==> config.mk <==
export PLATFORM = sky130hd
export DESIGN_NAME = swctl_reg
export DESIGN_NICKNAME = d
export VERILOG_FILES = /design/src/rtl/swctl_pkg.sv /design/src/rtl/swctl_port.sv /design/src/rtl/swctl_fields.sv /design/src/rtl/swctl_defer.sv /design/src/rtl/swctl_reg.sv
export SDC_FILE = /design/constraint.sdc
export NUM_CORES = 1
export LEC_CHECK = 0
export ABC_AREA = 1
export BUFFER_PORTS_ARGS = -buffer_cell sky130_fd_sc_hd__buf_2
export CAP_MARGIN = 20
export CORE_MARGIN = 10
export CORE_UTILIZATION = 51
export CTS_CLUSTER_DIAMETER = 40
export DETAILED_ROUTE_END_ITERATION = 7
export PLACE_DENSITY = 0.85
export SLEW_MARGIN = 20
export SYNTH_ARGS = -nofsm -noshare
export SYNTH_HDL_FRONTEND = slang
export SYNTH_SLANG_ARGS = --single-unit
==> constraint.sdc <==
create_clock -name clk -period 2.2 [get_ports clk]
set_input_delay 0.22 -clock clk [delete_from_list [all_inputs] [get_ports clk]]
set_output_delay 0.22 -clock clk [all_outputs]
set_load 0.02 [all_outputs]
==> src/rtl/swctl_pkg.sv <==
package swctl_pkg;

  localparam int REG_W = 32;

  // bit positions inside the control word (software decodes them)
  localparam int B_FRST = 0;
  localparam int B_HRST = 1;
  localparam int B_HALT = 2;
  localparam int B_UNLK = 3;
  localparam int B_PBUL = 4;
  localparam int B_DLDH = 5;
  localparam int B_SKEE = 6;

  typedef enum logic [1:0] {
    DF_IDLE     = 2'd0,
    DF_WAIT_CPL = 2'd1,
    DF_COUNT    = 2'd2
  } defer_state_e;

  typedef enum logic {
    KIND_FUND = 1'b0,
    KIND_HOT  = 1'b1
  } reset_kind_e;

  typedef struct packed {
    logic skip_ee;
    logic dl_hrst_dis;
    logic pwr_unlk;
    logic unlk;
    logic halt;
  } sticky_t;

endpackage

==> src/rtl/swctl_port.sv <==
module swctl_port
  import swctl_pkg::*;
#(
  parameter int ADDR_W = 12,
  parameter logic [ADDR_W-1:0] REG_OFFSET = 'h404
) (
  input  logic              clk,
  input  logic              clr_n,
  input  logic              req_valid,
  output logic              req_ready,
  input  logic              req_write,
  input  logic [ADDR_W-1:0] req_addr,
  input  logic              cpl_ready,
  output logic              cpl_valid,
  output logic [REG_W-1:0]  cpl_rdata,
  input  logic [REG_W-1:0]  rd_image,
  output logic              wr_hit,
  output logic              cpl_done
);

  logic accept;
  logic hit;

  assign req_ready = !cpl_valid;
  assign accept    = req_valid && req_ready;
  assign hit       = (req_addr == REG_OFFSET);
  assign wr_hit    = accept && req_write && hit;
  assign cpl_done  = cpl_valid && cpl_ready;

  always_ff @(posedge clk) begin
    if (!clr_n) begin
      cpl_valid <= 1'b0;
      cpl_rdata <= '0;
    end else if (accept) begin
      cpl_valid <= 1'b1;
      cpl_rdata <= (!req_write && hit) ? rd_image : '0;
    end else if (cpl_done) begin
      cpl_valid <= 1'b0;
    end
  end

  AST_CPL_HOLD: assert property (@(posedge clk) disable iff (!clr_n)
    cpl_valid && !cpl_ready |=> cpl_valid && $stable(cpl_rdata)) else $error("cpl hold");

  AST_RSVD_ZERO: assert property (@(posedge clk) disable iff (!clr_n)
    cpl_valid |-> (cpl_rdata[B_HRST:B_FRST] == 2'b00) && (cpl_rdata[REG_W-1:B_SKEE+1] == '0)) else $error("rsvd");

endmodule

==> src/rtl/swctl_fields.sv <==
module swctl_fields
  import swctl_pkg::*;
(
  input  logic               clk,
  input  logic               por_n,
  input  logic               init_active,
  input  logic               halt_pin,
  input  logic               wr_en,
  input  logic [B_SKEE:B_HALT] wr_bits,
  output sticky_t            st,
  output logic [REG_W-1:0]   rd_image
);

  logic init_q;
  logic init_rise;

  assign init_rise = init_active && !init_q;

  always_ff @(posedge clk) begin
    if (!por_n) begin
      st     <= '0;
      init_q <= 1'b0;
    end else begin
      init_q <= init_active;

      // unlock: forced during a reset operation, plain RW otherwise
      if (init_active)
        st.unlk <= 1'b1;
      else if (wr_en)
        st.unlk <= wr_bits[B_UNLK];

      // reset halt: strap capture, then writable only while initialising
      if (init_rise)
        st.halt <= halt_pin;
      else if (init_active && wr_en)
        st.halt <= wr_bits[B_HALT];

      // power budget unlock is itself lock-protected
      if (wr_en && st.unlk)
        st.pwr_unlk <= wr_bits[B_PBUL];

      if (wr_en) begin
        st.dl_hrst_dis <= wr_bits[B_DLDH];
        st.skip_ee     <= wr_bits[B_SKEE];
      end
    end
  end

  always_comb begin
    rd_image         = '0;
    rd_image[B_HALT] = st.halt;
    rd_image[B_UNLK] = st.unlk;
    rd_image[B_PBUL] = st.pwr_unlk;
    rd_image[B_DLDH] = st.dl_hrst_dis;
    rd_image[B_SKEE] = st.skip_ee;
  end

  AST_INIT_UNLOCK: assert property (@(posedge clk) disable iff (!por_n)
    init_active |=> st.unlk) else $error("init unlock");

  AST_HALT_FROZEN: assert property (@(posedge clk) disable iff (!por_n)
    $past(por_n) && !$past(init_active) |-> $stable(st.halt)) else $error("halt frozen");

  AST_PWR_LOCKED: assert property (@(posedge clk) disable iff (!por_n)
    $past(por_n) && !$past(st.unlk) |-> $stable(st.pwr_unlk)) else $error("pwr locked");

endmodule

==> src/rtl/swctl_defer.sv <==
module swctl_defer
  import swctl_pkg::*;
#(
  parameter int DELAY_CYCLES = 100000
) (
  input  logic clk,
  input  logic clr_n,
  input  logic cmd_fund,
  input  logic cmd_hot,
  input  logic cpl_done,
  output logic fund_pulse,
  output logic hot_pulse,
  output logic retrain_pulse
);

  localparam int CNT_W = (DELAY_CYCLES > 1) ? $clog2(DELAY_CYCLES) : 1;
  localparam logic [CNT_W-1:0] CNT_LOAD = CNT_W'(DELAY_CYCLES - 1);

  defer_state_e state;
  reset_kind_e  kind;
  logic [CNT_W-1:0] cnt;

  always_ff @(posedge clk) begin
    if (!clr_n) begin
      state         <= DF_IDLE;
      kind          <= KIND_FUND;
      cnt           <= '0;
      fund_pulse    <= 1'b0;
      hot_pulse     <= 1'b0;
      retrain_pulse <= 1'b0;
    end else begin
      fund_pulse    <= 1'b0;
      hot_pulse     <= 1'b0;
      retrain_pulse <= 1'b0;
      unique case (state)
        DF_IDLE: begin
          if (cmd_fund) begin
            kind  <= KIND_FUND;
            state <= DF_WAIT_CPL;
          end else if (cmd_hot) begin
            kind  <= KIND_HOT;
            state <= DF_WAIT_CPL;
          end
        end
        DF_WAIT_CPL: begin
          if (cpl_done) begin
            cnt   <= CNT_LOAD;
            state <= DF_COUNT;
          end
        end
        DF_COUNT: begin
          if (cnt == '0) begin
            state <= DF_IDLE;
            if (kind == KIND_FUND) begin
              fund_pulse <= 1'b1;
            end else begin
              hot_pulse     <= 1'b1;
              retrain_pulse <= 1'b1;
            end
          end else begin
            cnt <= cnt - 1'b1;
          end
        end
        default: state <= DF_IDLE;
      endcase
    end
  end

  AST_FUND_SINGLE: assert property (@(posedge clk) disable iff (!clr_n)
    fund_pulse |=> !fund_pulse) else $error("fund single");

  AST_HOT_SINGLE: assert property (@(posedge clk) disable iff (!clr_n)
    hot_pulse |=> !hot_pulse) else $error("hot single");

  AST_ONE_KIND: assert property (@(posedge clk) disable iff (!clr_n)
    !(fund_pulse && hot_pulse)) else $error("one kind");

  AST_NO_FIRE_WAITING: assert property (@(posedge clk) disable iff (!clr_n)
    state == DF_WAIT_CPL |=> !fund_pulse && !hot_pulse) else $error("early fire");

endmodule

==> src/rtl/swctl_reg.sv <==
module swctl_reg
  import swctl_pkg::*;
#(
  parameter int ADDR_W = 12,
  parameter logic [ADDR_W-1:0] REG_OFFSET = 'h404,
  parameter int DELAY_CYCLES = 100000
) (
  input  logic              clk,
  input  logic              por_n,
  input  logic              rst_n,
  input  logic              init_active,
  input  logic              halt_pin,
  input  logic              req_valid,
  output logic              req_ready,
  input  logic              req_write,
  input  logic [ADDR_W-1:0] req_addr,
  input  logic [31:0]       req_wdata,
  output logic              cpl_valid,
  input  logic              cpl_ready,
  output logic [31:0]       cpl_rdata,
  output logic              fund_rst_pulse,
  output logic              hot_rst_pulse,
  output logic              link_retrain_pulse,
  output logic              halt_hold,
  output logic              regs_unlocked,
  output logic              pwr_budget_wr_en,
  output logic              dl_down_hrst_dis,
  output logic              skip_eeprom_init
);

  logic                 clr_n;
  logic                 wr_hit;
  logic                 cpl_done;
  logic [REG_W-1:0]     rd_image;
  logic [B_SKEE:B_HALT] wr_bits;
  logic                 rsvd_unused;
  sticky_t              st;

  assign clr_n       = rst_n && por_n;
  assign wr_bits     = req_wdata[B_SKEE:B_HALT];
  assign rsvd_unused = ^req_wdata[REG_W-1:B_SKEE+1];

  swctl_port #(
    .ADDR_W     (ADDR_W),
    .REG_OFFSET (REG_OFFSET)
  ) u_port (
    .clk       (clk),
    .clr_n     (clr_n),
    .req_valid (req_valid),
    .req_ready (req_ready),
    .req_write (req_write),
    .req_addr  (req_addr),
    .cpl_ready (cpl_ready),
    .cpl_valid (cpl_valid),
    .cpl_rdata (cpl_rdata),
    .rd_image  (rd_image),
    .wr_hit    (wr_hit),
    .cpl_done  (cpl_done)
  );

  swctl_fields u_fields (
    .clk         (clk),
    .por_n       (por_n),
    .init_active (init_active),
    .halt_pin    (halt_pin),
    .wr_en       (wr_hit),
    .wr_bits     (wr_bits),
    .st          (st),
    .rd_image    (rd_image)
  );

  swctl_defer #(
    .DELAY_CYCLES (DELAY_CYCLES)
  ) u_defer (
    .clk           (clk),
    .clr_n         (clr_n),
    .cmd_fund      (wr_hit && req_wdata[B_FRST]),
    .cmd_hot       (wr_hit && req_wdata[B_HRST]),
    .cpl_done      (cpl_done),
    .fund_pulse    (fund_rst_pulse),
    .hot_pulse     (hot_rst_pulse),
    .retrain_pulse (link_retrain_pulse)
  );

  assign halt_hold        = st.halt;
  assign regs_unlocked    = st.unlk;
  assign pwr_budget_wr_en = st.pwr_unlk;
  assign dl_down_hrst_dis = st.dl_hrst_dis;
  assign skip_eeprom_init = st.skip_ee;

  AST_RETRAIN_WITH_HOT: assert property (@(posedge clk) disable iff (!clr_n)
    link_retrain_pulse |-> hot_rst_pulse) else $error("retrain");

endmodule

# [Word level (Yosys, flattened, before mapping)]
# Cells that the tools add are included.
# W data, S select, Z words.
[word_totals] reg_bits=61 in_bits=52 elab_cells=65
[classes] n_addsub=1 n_eq_ne=7 muxes=19 reduce_logical=25
[ops] operator="$mux W17" n=2
[ops] operator="$pmux W17 S2" n=1
[ops] operator="$logic_not A17 Y1" n=1
[ops] operator="$sub A17 B1 Y17 const B" n=1
[ops] operator="$eq A12 B11 Y1 const B" n=1
[ops] operator="$logic_and A1 B1 Y1" n=11
[ops] operator="$mux W1" n=10
[ops] operator="$reduce_bool A2 Y1" n=5
[ops] operator="$reduce_and A3 Y1" n=3
[ops] operator="$mux W2" n=4
[ops] operator="$mux W7" n=1
[ops] operator="$pmux W2 S3" n=1
[ops] operator="$ne A2 B2 Y1 const B" n=2
[ops] operator="$logic_not A1 Y1" n=3
[ops] operator="$ne A3 B1 Y1 const B" n=1
[ops] operator="$eq A2 B1 Y1 const B" n=1
[ops] operator="$eq A2 B2 Y1 const B" n=1
[ops] operator="$logic_not A2 Y1" n=1
[ops] operator="$ne A2 B1 Y1 const B" n=1
[ops] operator="$reduce_and A2 Y1" n=1

# [Longest topological paths before layout]
# Gate-level depths: netlist (run 1).
[logic_depth] ltp_word=8 depth_mapped=13 mapped_depth_nobuf=13

# [Cells and area by module]
# A second synthesis (run 1) with hierarchy kept.
[hier_totals] cells_unflattened=447 area_unflattened_um2=3263.1
[modules_own_cells] module="swctl_port" instances=1 cells_each=171 area_each_um2=1435.1
[modules_own_cells] module="swctl_defer" instances=1 cells_each=203 area_each_um2=1320.0
[modules_own_cells] module="swctl_fields" instances=1 cells_each=67 area_each_um2=485.5
[modules_own_cells] module="swctl_reg" instances=1 cells_each=6 area_each_um2=22.5

# [Worst setup path before layout (run 1)]
# Ideal clock, no wire load.
[synth_timing] path_kind="flip-flop to flip-flop" from="register u_defer.cnt[0]" to="register u_defer.cnt[8]" setup_ps=135 t_arrival_ps=1319 required_ps=2065 path_slack_ps=746 stages_incl_launch_ff=13 n_path_buf=1 period_less_slack_ps=1454 cell_sequence="dfxtp_1 inv_1 ha_1 inv_1 nor2_1 nand2_1 nor2_4 nand3_4 nand2_8 inv_4 buf_6 nand3_1 a21oi_2"
[synth_via] elab_chain_cells=3
[synth_rtl] element="from (decl)" line="swctl_defer.sv:21" rtl="logic [CNT_W-1:0] cnt;"
[synth_rtl] element="from (signal assigned)" line="swctl_defer.sv:61" rtl="cnt <= cnt - 1'b1;"
[synth_rtl] element="$sub A17 B1 Y17 / $logic_not A17 Y1 (equally long branches)" line="swctl_defer.sv:61, swctl_defer.sv:52"
[synth_rtl] element="$mux W17 / $ne A2 B2 Y1 (equally long branches)"
[synth_rtl] element="$pmux W17 S2 / $reduce_and A3 Y1 (equally long branches)"
# Parallel ways exist; a longest one is shown, timed or not. The select of a mux whose other input is x is not followed.
# A chain may end at the register's enable or synchronous reset.

# [Final worst setup path (run 1)]
[layout_timing] from="register u_defer.state[0]" to="register u_defer.cnt[11]"
[layout_via] elab_chain_cells=3
[layout_rtl] element="from (decl)" line="swctl_defer.sv:19" rtl="defer_state_e state;"
[layout_rtl] element="from (signal assigned)" line="swctl_defer.sv:25" rtl="state <= DF_IDLE;"
[layout_rtl] element="from (signal assigned)" line="swctl_defer.sv:39" rtl="state <= DF_WAIT_CPL;"
[layout_rtl] element="from (signal assigned)" line="swctl_defer.sv:42" rtl="state <= DF_WAIT_CPL;"
[layout_rtl] element="$eq A2 B2 Y1 / $eq A2 B1 Y1 (equally long branches)" line="swctl_defer.sv:35" rtl="unique case (state)"
[layout_rtl] element="$ne A2 B2 Y1 (no line) / $reduce_bool A2 Y1 (equally long branches)"
[layout_rtl] element="$reduce_and A3 Y1 (no line)"
# Parallel ways exist; a longest one is shown, timed or not.

==> flow_summary.toml, run 1 <==
[outcome]
status = "finished, final reports clean"

[hold_path]
hp-class = "input port to flop"

[clock_tree]
ctsResizeCount = 0
clockBufferDepth = 2
cts_setup_buffers = 0
cts_num_sinks = 34
htreeDepth = 2
path_clk_slew_ns = 0.07
clock_latency_ns = 0.29
cts_tree = "yes"
cts_root_buf = "clkbuf_8"
cts_made_buffers = 5
cts_hold_buf = 0

[synth]
netlist_instances = 315
synth_cell_types = 34
yosysMostFrequentCell = "nand2_1"
synth-async-reset-ratio = 0
syn_area_um2 = 2140
yosys-top-cells-count = "nand2_1, nor2_1, dfxtp_1, inv_1, buf_4"
synth-edff-count = 0
synth_seq_cells = 34
synth_top_area_cell = "dfxtp_1"
yosysWarnings = 0
synth.top_cell.area_share = 0.318
seq_area_frac_synth = 0.318
synthFlopType = "dfxtp_1"
synth_area_leaders = "dfxtp_1, nand2_1, buf_4"
synth.avg_cell_area_um2 = 6.79

[critical_path]
max_stage_delay_ns = 0.48
crit_arrival_ns = 1.84
cp_max_fo = 19
r2r_slack_ns = 0.56
crit_required_ns = 2.39
rr_endpoint = "u_defer.cnt[11]"
cp-start-kind = "flop"
crit_chain = "inv_1, ha_1, nand3_4, nand2_8, inv_4, nand2_1, nand2_1, nand2_1, nor2_1"
crit_start = "u_defer.state[0]"
timing.critical_path.to = "u_defer.cnt[11]"
worst_setup_path_end_kind = "flop"
crit_type = "flop to flop"
slowest_stage = "ha_1"
cpMostUsedCell = "nand2_1"
reg2reg_depth = 9
r2r-start = "u_defer.state[0]"

[finish]
final_area_um2 = 2370
fillers = 394
drive_gt1_frac = 0.201
syn2layout_area_growth_pct = 10.9
nNetsFinal = 415
n_antenna_cell = 0

[pwr]
p_leak_uw = 0.00116
switching_power_uw = 315
p_clk_frac = 0.419
sw_frac_of_total = 0.245
combPwrFrac = 0.093
irDropWorstVdd_mv = 0.323
powerDensity_nw_per_um2 = 542
p_seq_frac = 0.487
intPower_uw = 971

[placement]
placed_cell_area_um2 = 2260
io_buffers = 41
place.gp.congestion = 0.842
dp_hpwl_mm = 3.76

[flow_run]
drv_cap = 0

[sta]
fin_crit_sh = 0.747
finalSetupTns_ns = 0
skew_ns = 0.00891
worst_pin_slew_ns = 0.512
slew_violations = 0
rsz0062_at_grt = "false"
finalSetupViolations = 0
layout_min_cycle_time_ns = 1.64
fmax_mhz = 609
hold_viol = 0
slew_headroom = 0.659

[floorplanning]
core_um2 = 4030
die-area_um2 = 7190
initial_core_util = 0.531
die_h_um = 84.8
pin_count = 94
rows = 23
die_w_um = 84.8

[routing]
drc_errors = 0
routed_via_density = 4.70
maxUsedRoutingLayer = "met4"
wl_met1_mm = 2.01
finalWirelength_mm = 4.76
first_iter_violations = 110
firstDrtPassIters = 4
ant_nets = 0
vias = 1924
wl_per_cell_um = 11.6
wl_met2_mm = 2.32
met3_length_um = 389

[global_route]
grt-ovfl-total = 0
grt_max_degree = 20
grt_pass1_vias = 1950
grt_pass1_wl_mm = 8.29
grtUsageTotal = 0.133
antenna_found_initial = 0
[worst min path at each step]
| stage | slack, ns | from | endpoint | depth (start not counted) |
|---|---|---|---|---|
| floorplan | 0.31 | por_n | u_fields.init_q | 2 |
| global placement | 0.43 | u_defer.kind | u_defer.fund_pulse | 1 |
| detailed placement | 0.45 | init_active | u_fields.init_q | 3 |
| CTS | 0.16 | init_active | u_fields.init_q | 3 |
| global route | 0.17 | init_active | u_fields.init_q | 3 |
| finish | 0.15 | init_active | u_fields.init_q | 3 |
[cell type report]
cell class / instances / area [um2] / share of cell area
clock buffers: 8 / 110 / 0.0464
inverters: 35 / 134 / 0.0564
multi-input cells: 240 / 1170 / 0.494
flip-flops and latches: 34 / 681 / 0.287
well taps: 50 / 62.6 / 0.0264
repair buffers: 42 / 213 / 0.0897
[sequential cells by signal, indices dropped and copies added, names as in the netlist]
register	flops
u_defer.cnt	17
u_defer.fund_pulse	1
u_defer.hot_pulse	1
u_defer.kind	1
u_defer.state	2
u_fields.init_q	1
u_fields.rd_image	5
u_port.cpl_rdata	5
u_port.cpl_valid	1
[cell families (layout without fill, tap and decap cells)]
logic type,after synthesis,in the layout,synth area share
compound gates,41,41,0.112
xor+xnor,2,2,0.00819
fa+ha+maj,5,5,0.0292
buf+inv,67,85,0.180
flops,34,34,0.318
other cells,1,27,0.00175
simple gates,165,165,0.351
[per-stage QoR]
| stage | total power (uW) | util | cells | setup slack, ns | hold slack (ns) |
|---|---|---|---|---|---|
| after floorplan | 756 | - | 341 | 0.746 | 0.313 |
| after global placement | 757 | 0.561 | 401 | 0.612 | 0.434 |
| after detailed placement | 759 | 0.561 | 401 | 0.555 | 0.448 |
| after CTS | 1290 | 0.589 | 409 | 0.544 | 0.157 |
| after global routing | 1340 | 0.589 | 409 | 0.368 | 0.170 |
| final | 1290 | 0.589 | 409 | 0.557 | 0.154 |
[worst max-delay path: cells and delay by family, from the launching register on]
family | cells | cell delay, ns
flip-flops | 1 | 0.32
AND/OR/NAND/NOR | 6 | 0.55
buffers and inverters | 2 | 0.18
adder cells (fa/ha/maj) | 1 | 0.48
[cells in the final DEF (no fill, tap or decap), types with 2 or more instances in the layout]
cell type  instances
conb_1            27
o21ai_0           12
a21oi_2            5
clkbuf_8           8
nor2_1            47
ha_1               5
nor2_4             4
nand2_2            2
or2_0              3
or2_2              2
inv_1             34
dfxtp_1           34
nand3_1           18
nor2_2             4
nor3_1             3
nand3b_1           3
nand2_1           75
a21oi_1           19
buf_2             41
[power by group through the flow]
stage	logic [uW]	clock network (uW)	registers (uW)
2_1_floorplan	108	0	648
3_3_place_gp	116	0	641
3_5_place_dp	118	0	641
4_1_cts	118	542	627
5_1_grt	133	578	628
6_report	120	540	627
[routing by layer]
metal / track usage / vias up
li1: - / 1013
met1: 0.142 / 850
met2: 0.232 / 55
met3: 0.0531 / 6
met4: 0.0464 / 0
met5: 0 / -
No activity file was read; power rests on OpenSTA's default activity.
==> inputs of run 2 (changes only) <==
- CORE_UTILIZATION: 51 -> 48
- PLACE_DENSITY: 0.85 -> 0.81
- clock period: 2.2 -> 1.58 ns (I/O delays scaled with it)
==> run 2 against run 1 <==
  * Combinational power is 41% higher
  * Die area up 4.8%
  * Clock-buffer cell count is 1 lower
  * Largest power group unchanged
==> flow_summary.toml, run 2 (synthesis results as in run 1) <==
[pwr]
irDropWorstVdd_mv = 0.603
p_seq_frac = 0.480
total_power_uw = 1820
powerDensity_nw_per_um2 = 675
intPower_uw = 1380
combPwrFrac = 0.093
p_leak_uw = 0.00127
p_clk_frac = 0.428
sw_frac_of_total = 0.240
switching_power_uw = 437

[placement]
dp_cells = 410
place_ws_ns = 0.0189
io_buffers = 41
dp_hpwl_mm = 3.92
place.gp.congestion = 0.817

[sta]
hold_viol = 0
hold_slack_ns = 0.0899
skew_ns = 0.00534
fin_crit_sh = 0.995
fmax_mhz = 636
slew_violations = 0
layout_min_cycle_time_ns = 1.57
setup_ws_ns = 0.00767
finalSetupViolations = 0
rsz0062_at_grt = "true"

[critical_path]
reg2reg_depth = 12
crit_required_ns = 1.80
cp-start-kind = "flop"
r2r-start = "u_defer.cnt[1]"
rr_endpoint = "u_defer.cnt[5]"
cp_max_fo = 7
crit_type = "flop to flop"
worst_setup_path_end_kind = "flop"
r2r_slack_ns = 0.008
crit_arrival_ns = 1.79

[hold_path]
hold_start = "init_active"
hp-class = "input port to flop"
min_to = "u_fields.init_q"
holdPathStages = 3

[finish]
syn2layout_area_growth_pct = 26.2
regMostFlops = "u_defer.cnt"
instances_no_fill = 427
drive_gt1_frac = 0.328
n_antenna_cell = 0
largest_register_ff_count = 17
final_cell_mix = "nand2_1, nor2_1, buf_2, inv_1, dfxtp_1"
nNetsFinal = 431
final_common_cell = "nand2_1"
multiInputGateArea_um2 = 1360
fillers = 373
register_area_um2 = 686

[routing]
firstDrtPassIters = 4
drc_errors = 0
finalWirelength_mm = 5.45
routed_via_density = 4.88
vias = 2082
ant_nets = 0
first_iter_violations = 115
wl_per_cell_um = 12.8

[floorplanning]
pin_count = 94
initial_core_util = 0.495
die_h_um = 86.8
die_w_um = 86.8
die-area_um2 = 7530
core_um2 = 4320
rows = 24

[global_route]
grt_max_degree = 17
grt-ovfl-total = 0
grtUsageTotal = 0.130
grt_pass1_wl_mm = 8.26
antenna_found_initial = 0
grt_pass1_vias = 1994

[clock_tree]
cts_tree = "yes"
cts_num_sinks = 34
cts_made_buffers = 5
path_clk_slew_ns = 0.07
cts_root_buf = "clkbuf_8"
clock_latency_ns = 0.29
clockBufferDepth = 2
htreeDepth = 2

[outcome]
status = "finished, final reports clean"

[flow_run]
drv_cap = 0
[run 2: changes by cell type in the layout (fill, tap and decap cells not counted), sizes merged]
cell,before,now
buf,42,55
nand2,78,80
bufinv,0,1
clkbuf,8,7
clkinv,0,1
[run 2: power groups by stage]
stage / combinational, uW / clock [uW] / sequential, uW
2_1_floorplan: 150 / 0 / 902
3_3_place_gp: 161 / 0 / 892
3_5_place_dp: 165 / 0 / 893
4_1_cts: 166 / 794 / 873
5_1_grt: 187 / 832 / 874
6_report: 169 / 779 / 873
[run 2: critical path: stages (launching register included)]
cell	delay, ns
dfxtp_2	0.32
inv_2	0.08
ha_4	0.13
inv_2	0.03
nor2_2	0.10
nand2_2	0.07
nor2_4	0.14
nand3_4	0.15
nand2_8	0.16
clkinv_8	0.09
nand2_4	0.06
nand2_2	0.04
a21oi_2	0.12
[run 2: metal layers]
metal,vias up,track usage,part of all wire
met1,936,0.136,0.39
met4,0,0.0412,0.012
met2,84,0.235,0.50
li1,1051,-,-
met3,11,0.0469,0.093
met5,-,0,0
[run 2: timing repair]
action,4_1_cts,5_1_grt
setup endpoints to repair,1,19
setup buffers,0,6
hold buffers,0,0
pin swaps,0,18
gates resized for setup,1,56
gates cloned,0,3
[run 2: worst max-delay path by stage]
stage / startpoint / depth (start not counted) / endpoint
after CTS: u_defer.state[0] / 8 / u_defer.cnt[0]
after global routing: u_defer.cnt[1] / 11 / u_defer.cnt[10]
after global placement: u_defer.cnt[0] / 13 / u_defer.cnt[11]
after detailed placement: u_defer.state[0] / 9 / u_defer.cnt[11]
after floorplan: u_defer.cnt[0] / 12 / u_defer.cnt[8]
final: u_defer.cnt[1] / 12 / u_defer.cnt[5]
[run 2: through the flow]
step / TNS, ns / cell area, um2 / utilization
after global placement: 0 / 2320 / 0.536
after global routing: -1.23 / 2700 / 0.624
after detailed placement: 0 / 2320 / 0.536
after CTS: 0 / 2430 / 0.561
final: 0 / 2700 / 0.624
after floorplan: 0 / 2240 / -
[run 2: area by class of cell]
| type | instances | share of cell area |
|---|---|---|
| flip-flops and latches | 34 | 0.254 |
| inverters | 35 | 0.0542 |
| clock inverters | 1 | 0.0111 |
| multi-input cells | 242 | 0.503 |
| repair inverters | 1 | 0.00324 |
| repair buffers | 55 | 0.122 |
| well taps | 52 | 0.0241 |
| clock buffers | 7 | 0.0283 |
==> inputs of run 3 (changes only) <==
- CORE_UTILIZATION: 48 -> 42
- PLACE_DENSITY: 0.81 -> 0.72
==> run 3 against run 2 <==
  * Worst setup slack better by 0.028 ns
  * Non-clock buffer count down 3
  * Global-route usage down 0.73 points
  * Highest routed layer unchanged
  * First-iteration DRC count down 30%
==> flow_summary.toml, run 3 (synthesis results as in run 1) <==
[critical_path]
reg2reg_depth = 12
r2r_slack_ns = 0.04
critPathTopFamily = "simple AND/OR/NAND/NOR gates"
crit_required_ns = 1.76
cp-start-kind = "flop"
worst_setup_path_end_kind = "flop"
crit_type = "flop to flop"
slowest_stage = "dfxtp_2"
crit_chain = "inv_2, ha_4, inv_2, nor2_4, nand2_2, nor2_4, nand3_4, nand2_8, buf_12, nor2_4, a21oi_2, nor2_1"
cpMostUsedCell = "nor2_4"
cp_max_fo = 7
max_stage_delay_ns = 0.32
crit_buf_inv = 3
crit_arrival_ns = 1.72
path_depth = 12

[floorplanning]
pin_count = 94
die-area_um2 = 8350
die_h_um = 91.4
die_w_um = 91.4
initial_core_util = 0.444
core_um2 = 4820
rows = 25

[global_route]
grt_max_degree = 17
antenna_found_initial = 0
grt_pass1_wl_mm = 8.70
grt_pass1_vias = 2001
grtUsageTotal = 0.123
grt-ovfl-total = 0

[placement]
place.gp.congestion = 0.846
dp_cells = 423
dp_hpwl_mm = 3.87
io_buffers = 41

[routing]
first_iter_violations = 81
drc_errors = 0
finalWirelength_mm = 5.03
firstDrtPassIters = 4
routed_via_density = 4.54
wl_per_cell_um = 11.5
ant_nets = 0
vias = 1986

[clock_tree]
htreeDepth = 2
path_clk_slew_ns = 0.07
clock_latency_ns = 0.29
cts_tree = "yes"
cts_num_sinks = 34
cts_made_buffers = 5
clockBufferDepth = 2
cts_root_buf = "clkbuf_8"

[finish]
n_antenna_cell = 0
final_cell_mix = "nand2_1, buf_2, nor2_1, inv_1, dfxtp_1"
drive_gt1_frac = 0.289
fin_util = 0.538
largest_register_ff_count = 17
final_common_cell = "nand2_1"
regMostFlops = "u_defer.cnt"
syn2layout_area_growth_pct = 21.1
nNetsFinal = 426
instances_no_fill = 437

[sta]
layout_min_cycle_time_ns = 1.54
slew_violations = 0
fin_crit_sh = 0.977
skew_ns = 0.00778
rsz0062_at_grt = "true"
hold_viol = 0
hold_slack_ns = 0.0861
finalSetupViolations = 0
fmax_mhz = 648
finalSetupTns_ns = 0

[pwr]
powerDensity_nw_per_um2 = 692
irDropWorstVdd_mv = 0.509
total_power_uw = 1790
p_leak_uw = 0.00123

[outcome]
status = "finished, final reports clean"

[flow_run]
drv_cap = 0

[hold_path]
holdPathStages = 3
hp-class = "input port to flop"
[run 3: cell type report]
class	instances	area (um2)
Clock buffer	8	110
Fill cell	470	2230
Inverter	35	139
Multi-Input combinational cell	241	1270
Sequential cell	34	686
Tap cell	67	83.8
Timing Repair Buffer	52	304
[run 3: stage by stage]
step / worst slack [ns] / area, um2
after floorplan: 0.126 / 2240
after global placement: 0.0471 / 2320
after detailed placement: -0.00199 / 2320
after CTS: -0.00820 / 2430
after global routing: -0.0868 / 2590
final: 0.0361 / 2590
[run 3: timing repair]
action | 4_1_cts | 5_1_grt
buffers inserted | 0 | 5
hold buffers | 0 | 0
endpoints found under the setup margin | 4 | 19
pin swaps | 1 | 16
gates cloned | 0 | 1
gates resized for setup | 0 | 34
[run 3: where the power goes]
part	total [uW]	internal [uW]	leakage (uW)	switching, uW
Clock	753	440	0.0000575	313
Sequential	873	867	0.000277	6.52
Combinational	167	45.9	0.000895	122
[run 3: per-layer routing]
metal  part of all wire  wire, um  global-route usage  vias to the layer above
met5                  0         0                   0                        -
met4              0.024       121              0.0548                        0
met3              0.073       367              0.0502                       11
met2               0.49      2490               0.215                       56
met1               0.41      2050               0.125                      881
li1                   -         -                   -                     1038
[run 3: path summary, 6_finish.rpt]
kind	from	to
min	init_active	u_fields.init_q
min reg2reg	u_defer.kind	u_defer.fund_pulse
max reg2reg	u_defer.cnt[1]	u_defer.cnt[13]
max	u_defer.cnt[1]	u_defer.cnt[13]
[run 3: worst register-to-register path, delay by kind of cell, from the launching register on]
kind            cells  cell delay, ns
fa+ha+maj           1            0.13
flops               1            0.32
buf+inv             3            0.27
compound gates      1            0.09
simple gates        7            0.64
